$ cat src/rtl/fltq_pkg.sv
package fltq_pkg;

    localparam int WORD_W  = 64;
    localparam int CAUSE_W = 12;
    localparam int TTYP_W  = 6;
    localparam int PASID_W = 20;
    localparam int DEVID_W = 24;
    localparam int FLAG_W  = 4;
    localparam int BEATS   = 4;
    localparam int BEAT_W  = $clog2(BEATS);
    localparam int REC_BYTES_LOG2  = 5;
    localparam int WORD_BYTES_LOG2 = 3;

    typedef enum logic [CAUSE_W-1:0] {
        CZ_FETCH_ACC   = 12'd1,
        CZ_LOAD_ACC    = 12'd5,
        CZ_STORE_ACC   = 12'd7,
        CZ_FETCH_PF    = 12'd12,
        CZ_LOAD_PF     = 12'd13,
        CZ_STORE_PF    = 12'd15,
        CZ_LOAD_GPF    = 12'd21,
        CZ_STORE_GPF   = 12'd23,
        CZ_ALL_BLOCKED = 12'd256,
        CZ_DC_INVALID  = 12'd258,
        CZ_DC_MISCFG   = 12'd259,
        CZ_TTYP_DENIED = 12'd260
    } fault_cause_e;

    typedef enum logic [TTYP_W-1:0] {
        TT_UT_READ  = 6'd1,
        TT_UT_WRITE = 6'd2,
        TT_UT_FETCH = 6'd3,
        TT_TR_READ  = 6'd4,
        TT_TR_WRITE = 6'd5,
        TT_TR_FETCH = 6'd6,
        TT_ATS_REQ  = 6'd7,
        TT_MSG_REQ  = 6'd8,
        TT_PAGE_REQ = 6'd9
    } xact_type_e;

    typedef enum logic [BEAT_W-1:0] {
        BEAT_W0 = 2'd0,
        BEAT_W1 = 2'd1,
        BEAT_W2 = 2'd2,
        BEAT_W3 = 2'd3
    } beat_e;

    typedef struct packed {
        logic [CAUSE_W-1:0] cause;
        logic [TTYP_W-1:0]  ttyp;
        logic               priv;
        logic               pv;
        logic [PASID_W-1:0] pasid;
        logic [DEVID_W-1:0] devid;
        logic [FLAG_W-1:0]  flags;
        logic [WORD_W-1:0]  addr;
        logic [WORD_W-1:0]  gpa;
    } fault_evt_t;

    function automatic logic is_gstage(logic [CAUSE_W-1:0] c);
        return (c == CZ_LOAD_GPF) || (c == CZ_STORE_GPF);
    endfunction

    function automatic logic [WORD_W-1:0] pack_word(fault_evt_t e, beat_e b);
        logic [WORD_W-1:0] w;
        case (b)
            BEAT_W0: w = {e.devid[DEVID_W-2:0], e.pasid, e.pv, 1'b0,
                          e.priv, e.ttyp, e.cause};
            BEAT_W1: w = {{(WORD_W-FLAG_W){1'b0}}, e.flags};
            BEAT_W2: w = e.addr;
            default: w = is_gstage(e.cause) ? e.gpa : '0;
        endcase
        return w;
    endfunction

endpackage

$ cat src/rtl/fltq_rec_pack.sv
module fltq_rec_pack
    import fltq_pkg::*;
(
    input  fault_evt_t        rec,
    input  beat_e             beat,
    output logic [WORD_W-1:0] word
);
    always_comb word = pack_word(rec, beat);
endmodule

$ cat src/rtl/fltq_tail_ctl.sv
module fltq_tail_ctl #(
    parameter int MAX_LOG2N = 8,
    localparam int IDX_W  = MAX_LOG2N,
    localparam int LOG2_W = $clog2(MAX_LOG2N + 1)
) (
    input  logic              clk,
    input  logic              rst,
    input  logic              enable,
    input  logic [LOG2_W-1:0] cfg_log2n,
    input  logic [IDX_W-1:0]  sw_head,
    input  logic              advance,
    output logic [IDX_W-1:0]  tail,
    output logic              full
);
    logic [LOG2_W-1:0] eff_log2n;
    logic [IDX_W-1:0]  mask;
    logic [IDX_W-1:0]  tail_nxt;

    always_comb begin
        eff_log2n = (cfg_log2n > LOG2_W'(MAX_LOG2N)) ? LOG2_W'(MAX_LOG2N) : cfg_log2n;
        mask      = {IDX_W{1'b1}} >> (IDX_W - int'(eff_log2n));
        tail_nxt  = (tail + 1'b1) & mask;
        full      = (tail_nxt == (sw_head & mask));
    end

    always_ff @(posedge clk) begin
        if (rst || !enable) begin
            tail <= '0;
        end else if (advance) begin
            tail <= tail_nxt;
        end
    end
endmodule

$ cat src/rtl/fltq_beat_seq.sv
module fltq_beat_seq
    import fltq_pkg::*;
(
    input  logic  clk,
    input  logic  rst,
    input  logic  enable,
    input  logic  start,
    output logic  busy,
    output beat_e beat,
    output logic  last
);
    always_ff @(posedge clk) begin
        if (rst || !enable) begin
            busy <= 1'b0;
            beat <= BEAT_W0;
        end else if (!busy) begin
            if (start) begin
                busy <= 1'b1;
                beat <= BEAT_W0;
            end
        end else if (beat == BEAT_W3) begin
            busy <= 1'b0;
            beat <= BEAT_W0;
        end else begin
            beat <= beat_e'(beat + 1'b1);
        end
    end

    assign last = busy && enable && (beat == BEAT_W3);
endmodule

$ cat src/rtl/fltq_writer.sv
module fltq_writer
    import fltq_pkg::*;
#(
    parameter int ADDR_W    = 64,
    parameter int MAX_LOG2N = 8,
    localparam int IDX_W  = MAX_LOG2N,
    localparam int LOG2_W = $clog2(MAX_LOG2N + 1)
) (
    input  logic               clk,
    input  logic               rst,
    input  logic               enable,
    input  logic               evt_valid,
    output logic               evt_ready,
    input  logic [11:0]        evt_cause,
    input  logic [5:0]         evt_ttyp,
    input  logic               evt_priv,
    input  logic               evt_pv,
    input  logic [19:0]        evt_pasid,
    input  logic [23:0]        evt_devid,
    input  logic [3:0]         evt_flags,
    input  logic [63:0]        evt_addr,
    input  logic [63:0]        evt_gpa,
    input  logic [ADDR_W-1:0]  cfg_base,
    input  logic [LOG2_W-1:0]  cfg_log2n,
    input  logic [IDX_W-1:0]   sw_head,
    input  logic               ip_clr,
    output logic               mem_wr_en,
    output logic [ADDR_W-1:0]  mem_wr_addr,
    output logic [63:0]        mem_wr_data,
    output logic [IDX_W-1:0]   tail,
    output logic               overflow,
    output logic               fault_pending
);
    fault_evt_t rec_q;
    logic       busy, last, full, accept, store, drop;
    beat_e      beat;

    assign evt_ready = !busy;
    assign accept    = evt_valid && evt_ready && enable;
    assign store     = accept && !full;
    assign drop      = accept && full;

    always_ff @(posedge clk) begin
        if (rst) begin
            rec_q <= '0;
        end else if (store) begin
            rec_q <= '{cause: evt_cause, ttyp: evt_ttyp, priv: evt_priv,
                       pv: evt_pv, pasid: evt_pasid, devid: evt_devid,
                       flags: evt_flags, addr: evt_addr, gpa: evt_gpa};
        end
    end

    fltq_beat_seq seq_i (
        .clk    (clk),
        .rst    (rst),
        .enable (enable),
        .start  (store),
        .busy   (busy),
        .beat   (beat),
        .last   (last)
    );

    fltq_tail_ctl #(.MAX_LOG2N(MAX_LOG2N)) tail_i (
        .clk       (clk),
        .rst       (rst),
        .enable    (enable),
        .cfg_log2n (cfg_log2n),
        .sw_head   (sw_head),
        .advance   (last),
        .tail      (tail),
        .full      (full)
    );

    fltq_rec_pack pack_i (
        .rec  (rec_q),
        .beat (beat),
        .word (mem_wr_data)
    );

    assign mem_wr_en   = busy && enable;
    assign mem_wr_addr = cfg_base
                       + (ADDR_W'(tail) << REC_BYTES_LOG2)
                       + (ADDR_W'(beat) << WORD_BYTES_LOG2);

    always_ff @(posedge clk) begin
        if (rst || !enable) begin
            overflow <= 1'b0;
        end else if (drop) begin
            overflow <= 1'b1;
        end
    end

    always_ff @(posedge clk) begin
        if (rst) begin
            fault_pending <= 1'b0;
        end else if (last) begin
            fault_pending <= 1'b1;
        end else if (ip_clr) begin
            fault_pending <= 1'b0;
        end
    end
endmodule

$ cat config.mk
export PLATFORM = sky130hd
export DESIGN_NAME = fltq_writer
export DESIGN_NICKNAME = d
export VERILOG_FILES = /design/src/rtl/fltq_pkg.sv /design/src/rtl/fltq_rec_pack.sv /design/src/rtl/fltq_tail_ctl.sv /design/src/rtl/fltq_beat_seq.sv /design/src/rtl/fltq_writer.sv
export SDC_FILE = /design/constraint.sdc
export NUM_CORES = 1
export LEC_CHECK = 0
export ABC_AREA = 1
export CORE_AREA = 2 2 160 162
export DETAILED_ROUTE_END_ITERATION = 12
export DIE_AREA = 0 0 162 164
export GPL_TIMING_DRIVEN = 0
export PLACE_DENSITY = 0.93
export SLEW_MARGIN = 20
export SYNTH_ARGS = -nofsm -noshare
export SYNTH_HDL_FRONTEND = slang
export SYNTH_SLANG_ARGS = --single-unit
$ cat constraint.sdc
create_clock -name clk -period 5.3 [get_ports clk]
set_input_delay 0.53 -clock clk [delete_from_list [all_inputs] [get_ports clk]]
set_output_delay 0.53 -clock clk [all_outputs]
set_load 0.03 [all_outputs]
=== Yosys cells after proc, flatten, opt, wreduce, memory -nomap -nowiden ===
Cells that the tools add are included.

* Bits in registers: 208
* Bits of input ports: 277
* Logic and storage cells: 54
* Output and inout bits: 140

* Shifts and indexed selects: 1
* Reduce and logical (&&, ||, !) cells: 14
* Equality and inequality tests: 6
* Multiplexer cells: 11
* $lt $le $gt $ge: 1
* Bitwise gates (word level): 2
* Add/sub/neg operators: 5

{| class="wikitable"
|+ Operators with widths
! kind !! count
|-
| one-hot mux 64 bit (3 select lines) || 1
|-
| adder 64 x 13 -> 64 bit || 1
|-
| adder 64 x 5 -> 64 bit || 1
|-
| two-way mux 64 bit || 1
|-
| right shift 8 x 32 -> 8 bit, first input constant || 1
|-
| == test 12 x 5 -> 1 bit, second input constant || 2
|-
| AND 8 bit || 2
|-
| adder 8 x 1 -> 8 bit, second input constant || 1
|-
| == test 8 bit || 1
|-
| logical AND 1 bit || 6
|-
| two-way mux 2 bit || 3
|-
| two-way mux 1 bit || 5
|-
| subtractor 4 x 4 -> 5 bit, first input constant || 1
|-
| == test 2 bit, second input constant || 2
|-
| greater-than comparator 4 bit, second input constant || 1
|-
| two-way mux 4 bit || 1
|-
| nonzero test 2 bit || 2
|-
| logical NOT 1 bit || 3
|-
| adder 2 x 1 -> 2 bit, second input constant || 1
|-
| == test 2 x 1 -> 1 bit, second input constant || 1
|-
| logical NOT 2 bit || 1
|-
| logical OR 1 bit || 2
|}

=== Logic depth before layout (Yosys ltp) ===
* Depth in word-level cells: 10
* Depth in mapped cells: 21
* Mapped depth without buffers: 19

=== Hierarchy ===
From an unflattened synthesis, not the netlist that was laid out.

* Cells, all modules: 2128
* Area, all modules: 12617.1 µm²

{| class="wikitable"
|+ Modules (own cells, without submodules)
! module !! area each (µm²) !! sequential area each (µm²) !! cells an instance !! instances
|-
| fltq_writer || 9379.0 || 3963.8 || 1394 || 1
|-
| fltq_rec_pack || 2282.2 || 0.0 || 566 || 1
|-
| fltq_tail_ctl || 790.8 || 160.2 || 145 || 1
|-
| fltq_beat_seq || 165.2 || 60.1 || 23 || 1
|}

=== Worst setup path before layout ===
OpenSTA, ideal clock, no wires.

* Path kind: input port to output port
* From: in cfg_base[3]
* To: out mem_wr_addr[47]
* Path buffers: 0
* Required time: 4770 ps
* Data arrival time: 2780 ps
* Cell stages on the path: 10
* Path slack: 1990 ps
* Cell sequence: ha_1 inv_1 fa_1 o21ai_0 a21oi_1 o21bai_1 a21oi_1 nor2_1 nand2_1 xnor2_1

* Word-level cells in the longest chain between the ends: 2

{| class="wikitable"
|+ RTL lines
! what !! RTL line !! text
|-
| from (decl) || fltq_writer.sv:23 || <nowiki>input logic [ADDR_W-1:0] cfg_base,</nowiki>
|-
| adder 64 x 13 -> 64 bit || fltq_writer.sv:82 || <nowiki>+ (ADDR_W'(tail) << REC_BYTES_LOG2)</nowiki>
|-
| adder 64 x 5 -> 64 bit || fltq_writer.sv:83 || <nowiki>+ (ADDR_W'(beat) << WORD_BYTES_LOG2);</nowiki>
|-
| to (decl) || fltq_writer.sv:28 || <nowiki>output logic [ADDR_W-1:0] mem_wr_addr,</nowiki>
|}

No other way between the ends.

=== Worst setup path after layout ===
* From: reg seq_i.beat[0]
* To: out mem_wr_addr[15]

* Word-level cells in the longest chain between the ends: 1

{| class="wikitable"
|+ RTL lines
! what !! RTL line !! text
|-
| from (decl) || fltq_beat_seq.sv:9 || <nowiki>output beat_e beat,</nowiki>
|-
| from (signal assigned) || fltq_beat_seq.sv:25 || <nowiki>beat <= beat_e'(beat + 1'b1);</nowiki>
|-
| adder 64 x 5 -> 64 bit || fltq_writer.sv:83 ||
|}

No other way between the ends.

==> metrics.txt <==
# TYPE chip_impl_metric gauge
chip_impl_metric{name="floorplan.io_pins",unit=""} 417
chip_impl_metric{name="htreeDepth",unit=""} 1
chip_impl_metric{name="worstSkewPairLatency",unit="ns"} 0.52
chip_impl_metric{name="std_cell_rows",unit=""} 58
chip_impl_metric{name="min_period_over_period",unit="%"} 92.3
chip_impl_metric{name="drt_first_iter_violations",unit=""} 1012
chip_impl_metric{name="number_of_setup_buffers_added_after_cts",unit=""} 0
chip_impl_metric{name="multi_input_area",unit="sq um"} 6260
chip_impl_metric{name="place.port_buffers",unit=""} 412
chip_impl_metric{name="final_clock_skew",unit="ns"} 0.0272
chip_impl_metric{name="number_of_buffers_inserted_for_hold_repair_after_clock_tree_synthesis",unit=""} 0
chip_impl_metric{name="final.setup.tns",unit="ns"} 0
chip_impl_metric{name="grt_first_pass_wirelength",unit="um"} 70200
chip_impl_metric{name="grt_antenna_before_repair",unit=""} 6
chip_impl_metric{name="gp_congestion",unit=""} 1.00
chip_impl_metric{name="slew_headroom",unit="%"} 34.4
chip_impl_info{name="leading_cell_type_in_the_layout_fill_and_taps_excluded",value="nor2_1"} 1
chip_impl_metric{name="totalPowerFinal",unit="mW"} 4.32
chip_impl_metric{name="core",unit="sq um"} 24800
chip_impl_metric{name="place.detailed.hpwl",unit="um"} 37400
chip_impl_metric{name="share_of_final_layout_standard_cells_stronger_than_drive_strength_1",unit="%"} 4.16
chip_impl_metric{name="number_of_iterations_in_the_first_detailed_routing_pass",unit=""} 6
chip_impl_info{name="crit_path_end_kind",value="output pin"} 1
chip_impl_metric{name="grt_overflow_total",unit=""} 0
chip_impl_metric{name="pwr_density_cell",unit="nW/um^2"} 259
chip_impl_metric{name="starting_utilization_of_the_core_area",unit="%"} 45.7
chip_impl_metric{name="vias",unit=""} 13737
chip_impl_metric{name="area.sequential",unit="sq um"} 4160
chip_impl_metric{name="worst_slew_pin_tran",unit="ns"} 0.975
chip_impl_metric{name="timing.fmax",unit="MHz"} 205
chip_impl_metric{name="fill_cells",unit=""} 2072
chip_impl_metric{name="design.final.nets",unit=""} 2443
chip_impl_metric{name="finalHoldViolations",unit=""} 0
chip_impl_metric{name="critical_path.n_buffers_inverters",unit=""} 2
chip_impl_metric{name="height_of_the_die",unit="um"} 164
chip_impl_metric{name="clkTransAtPathRegs",unit="ns"} 0.07
chip_impl_metric{name="synth_warnings",unit=""} 0
chip_impl_metric{name="synth.top_cell.area_share",unit="%"} 36.7
chip_impl_info{name="synth_area_leaders",value="dfxtp_1 37%, nor2_1 15%, o21ai_0 12%"} 1
chip_impl_info{name="cpMostUsedCell",value="a21oi_1"} 1
chip_impl_metric{name="cts-root-to-sink-buffers",unit=""} 3
chip_impl_metric{name="synth.ff_latch_count",unit=""} 208
chip_impl_metric{name="critical_path.max_fanout",unit=""} 6
chip_impl_metric{name="slowest_delay",unit="ns"} 0.73
chip_impl_metric{name="routed_wire_length_per_instance",unit="um"} 18.9
chip_impl_metric{name="setup_violators_final",unit=""} 0
chip_impl_metric{name="die_area",unit="sq um"} 26600
chip_impl_metric{name="finalCriticalPeriod",unit="ns"} 4.89
chip_impl_metric{name="cts-resized-gates",unit=""} 0
chip_impl_metric{name="avgViaCountPerCell",unit=""} 5.49
chip_impl_metric{name="number_of_nets_with_antenna_violations_after_routing",unit=""} 0
chip_impl_metric{name="syn_to_final_growth",unit="%"} 46.7
chip_impl_metric{name="synth.yosys.seq_area_share",unit="%"} 36.7
chip_impl_metric{name="pin_count_of_the_biggest_net_entering_global_routing",unit=""} 15
chip_impl_info{name="crit_path_cell_chain",value="ha_1 > inv_1 > fa_1 > o21ai_0 > a21oi_1 > o21bai_1 > a21oi_1 > nor2_1 > xor2_1 > clkdlybuf4s50_1"} 1
chip_impl_metric{name="cell_area_after_synthesis",unit="sq um"} 11300
chip_impl_info{name="path_delay_family",value="compound AO/OA/AOI/OAI gates"} 1
chip_impl_metric{name="syn_area_per_cell",unit="sq um"} 6.62
chip_impl_metric{name="number_of_buffers_inserted_during_clock_tree_synthesis",unit=""} 22
chip_impl_info{name="timing.critical_path.slowest_stage_cell",value="clkdlybuf4s50_1"} 1
chip_impl_metric{name="max_cap_violations",unit=""} 0
chip_impl_metric{name="timing.critical_path.arrival",unit="ns"} 4.36
chip_impl_metric{name="post_synth_inst_count",unit=""} 1713
chip_impl_info{name="start_kind",value="flip-flop"} 1
chip_impl_info{name="worst_hold_path_type",value="reg -> reg"} 1
chip_impl_metric{name="netlist-cell-type-count",unit=""} 34
chip_impl_metric{name="clock_sinks",unit=""} 208
chip_impl_info{name="grt_setup_unrepaired",value="no"} 1
chip_impl_metric{name="vdd.ir_drop.worst",unit="V"} 0.000249
chip_impl_info{name="most-common-layout-cells",value="452 x nor2_1, 412 x clkdlybuf4s50_1, 288 x nand2_1"} 1
chip_impl_info{name="synth.largest_area_cell",value="dfxtp_1"} 1
chip_impl_info{name="tritoncts",value="yes"} 1
chip_impl_metric{name="worst-endpoint-required",unit="ns"} 4.77
chip_impl_metric{name="remaining_drc_errors",unit=""} 0
chip_impl_metric{name="wl",unit="um"} 47400
chip_impl_info{name="outcome",value="finished clean"} 1
chip_impl_info{name="clock_tree.root_cell",value="clkbuf_16"} 1
chip_impl_metric{name="grt.total_usage",unit="%"} 33.8
chip_impl_metric{name="mappedNetlistNets",unit=""} 2007
chip_impl_metric{name="leakage",unit="nW"} 6.54
chip_impl_metric{name="floorplan.die.width",unit="um"} 162
chip_impl_metric{name="report.final.slew_viol_count",unit=""} 0
chip_impl_info{name="critical_path_class",value="reg -> out"} 1
chip_impl_metric{name="first_global_vias",unit=""} 13384
## synthesized netlist by cell type
cell      count
o21ai_1       9
inv_4         1
nor2_1      452
nor3_1       29
nand4_1      31
dfxtp_1     208
buf_4         7
inv_2         3
o21bai_1      1
nand2_1     288
nand2_2       1
a21oi_1      23
or2_2         1
xor2_1       40
fa_1          1
nand3_1      45
xnor2_1      19
o21ai_0     262
buf_6        14
a22o_1       58
buf_2        19
inv_1        99
a21o_1        1
clkbuf_1     55
a21boi_0      3
nand3b_1      2
nand2_4       1
a31o_2        4
nor4_1       10
o21a_1        1
nor2_2        3
and3_1        1
ha_1         16
buf_1         5
## worst paths after layout
| kind | startpoint | endpoint | slack, ns | depth (start not counted) |
|---|---|---|---|---|
| min | overflow$_SDFFE_PP0P_ | overflow$_SDFFE_PP0P_ | 0.47 | 2 |
| min reg2reg | overflow$_SDFFE_PP0P_ | overflow$_SDFFE_PP0P_ | 0.47 | 2 |
| max reg2reg | seq_i.beat[0]$_SDFFE_PP0P_ | tail_i.tail[4]$_SDFFE_PP0P_ | 2.40 | 8 |
| max | seq_i.beat[0]$_SDFFE_PP0P_ | mem_wr_addr[15] | 0.41 | 10 |
## tightest hold or removal path: cells and delay by family (launching register included)
family                 cells  cell delay [ns]
flip-flops                 1             0.32
AO/OA/AOI/OAI              1             0.06
buffers and inverters      1             0.05
## registers in the layout, summed over array words and instances (netlist names)
register and cells:
overflow 1, fault_pending 1, seq_i.beat 2, tail_i.tail 8, seq_i.busy 1, rec_q 195
## per-layer routing
layer  GRT usage (%)  share of wire (%)  vias up
met5               0              0.070        -
met4            20.2                6.3        4
met3            5.96                7.6      189
met2            61.6                 49      751
met1            36.7                 37     6312
li1                -                  -     6481
## logic make-up after synthesis
logic type | after synthesis | synth area share [%]
AOI/OAI and AO/OA | 362 | 18.1
and+or+nand+nor | 864 | 30.6
xor gates and xnor gates | 59 | 4.55
DFF | 208 | 36.7
adders and majority gates | 17 | 1.94
buffers and inverters | 203 | 8.10
## metrics by stage
step / instance area (sq um) / utilization [%] / setup slack (ns) / cells / hold slack, ns
4_1_cts: 16600 / 67.0 / 0.483 / 2495 / 0.470
2_1_floorplan: 11300 / - / 1.99 / 1713 / 0.454
3_5_place_dp: 15900 / 64.0 / 0.513 / 2455 / 0.454
3_3_place_gp: 15900 / 64.0 / 0.549 / 2455 / 0.440
6_report: 16600 / 67.1 / 0.411 / 2503 / 0.472
5_1_grt: 16600 / 67.0 / 0.239 / 2499 / 0.490
## report_power, final
group	switching [mW]	internal (mW)
clock	0.651	0.943
combinational	0.520	0.457
sequential	0.0677	1.68
total	1.24	3.08
## final cells by class
type | instances | share of cell area, %
Buffer | 100 | 3.19
Clock inverter | 12 | 0.902
Antenna cell | 8 | 0.120
Multi-Input combinational cell | 1302 | 37.6
Inverter | 103 | 2.34
Clock buffer | 28 | 3.56
Timing Repair Buffer | 412 | 24.8
Tap cell | 330 | 2.48
Sequential cell | 208 | 25.0
Note: power is estimated with default switching activity, not from simulation.
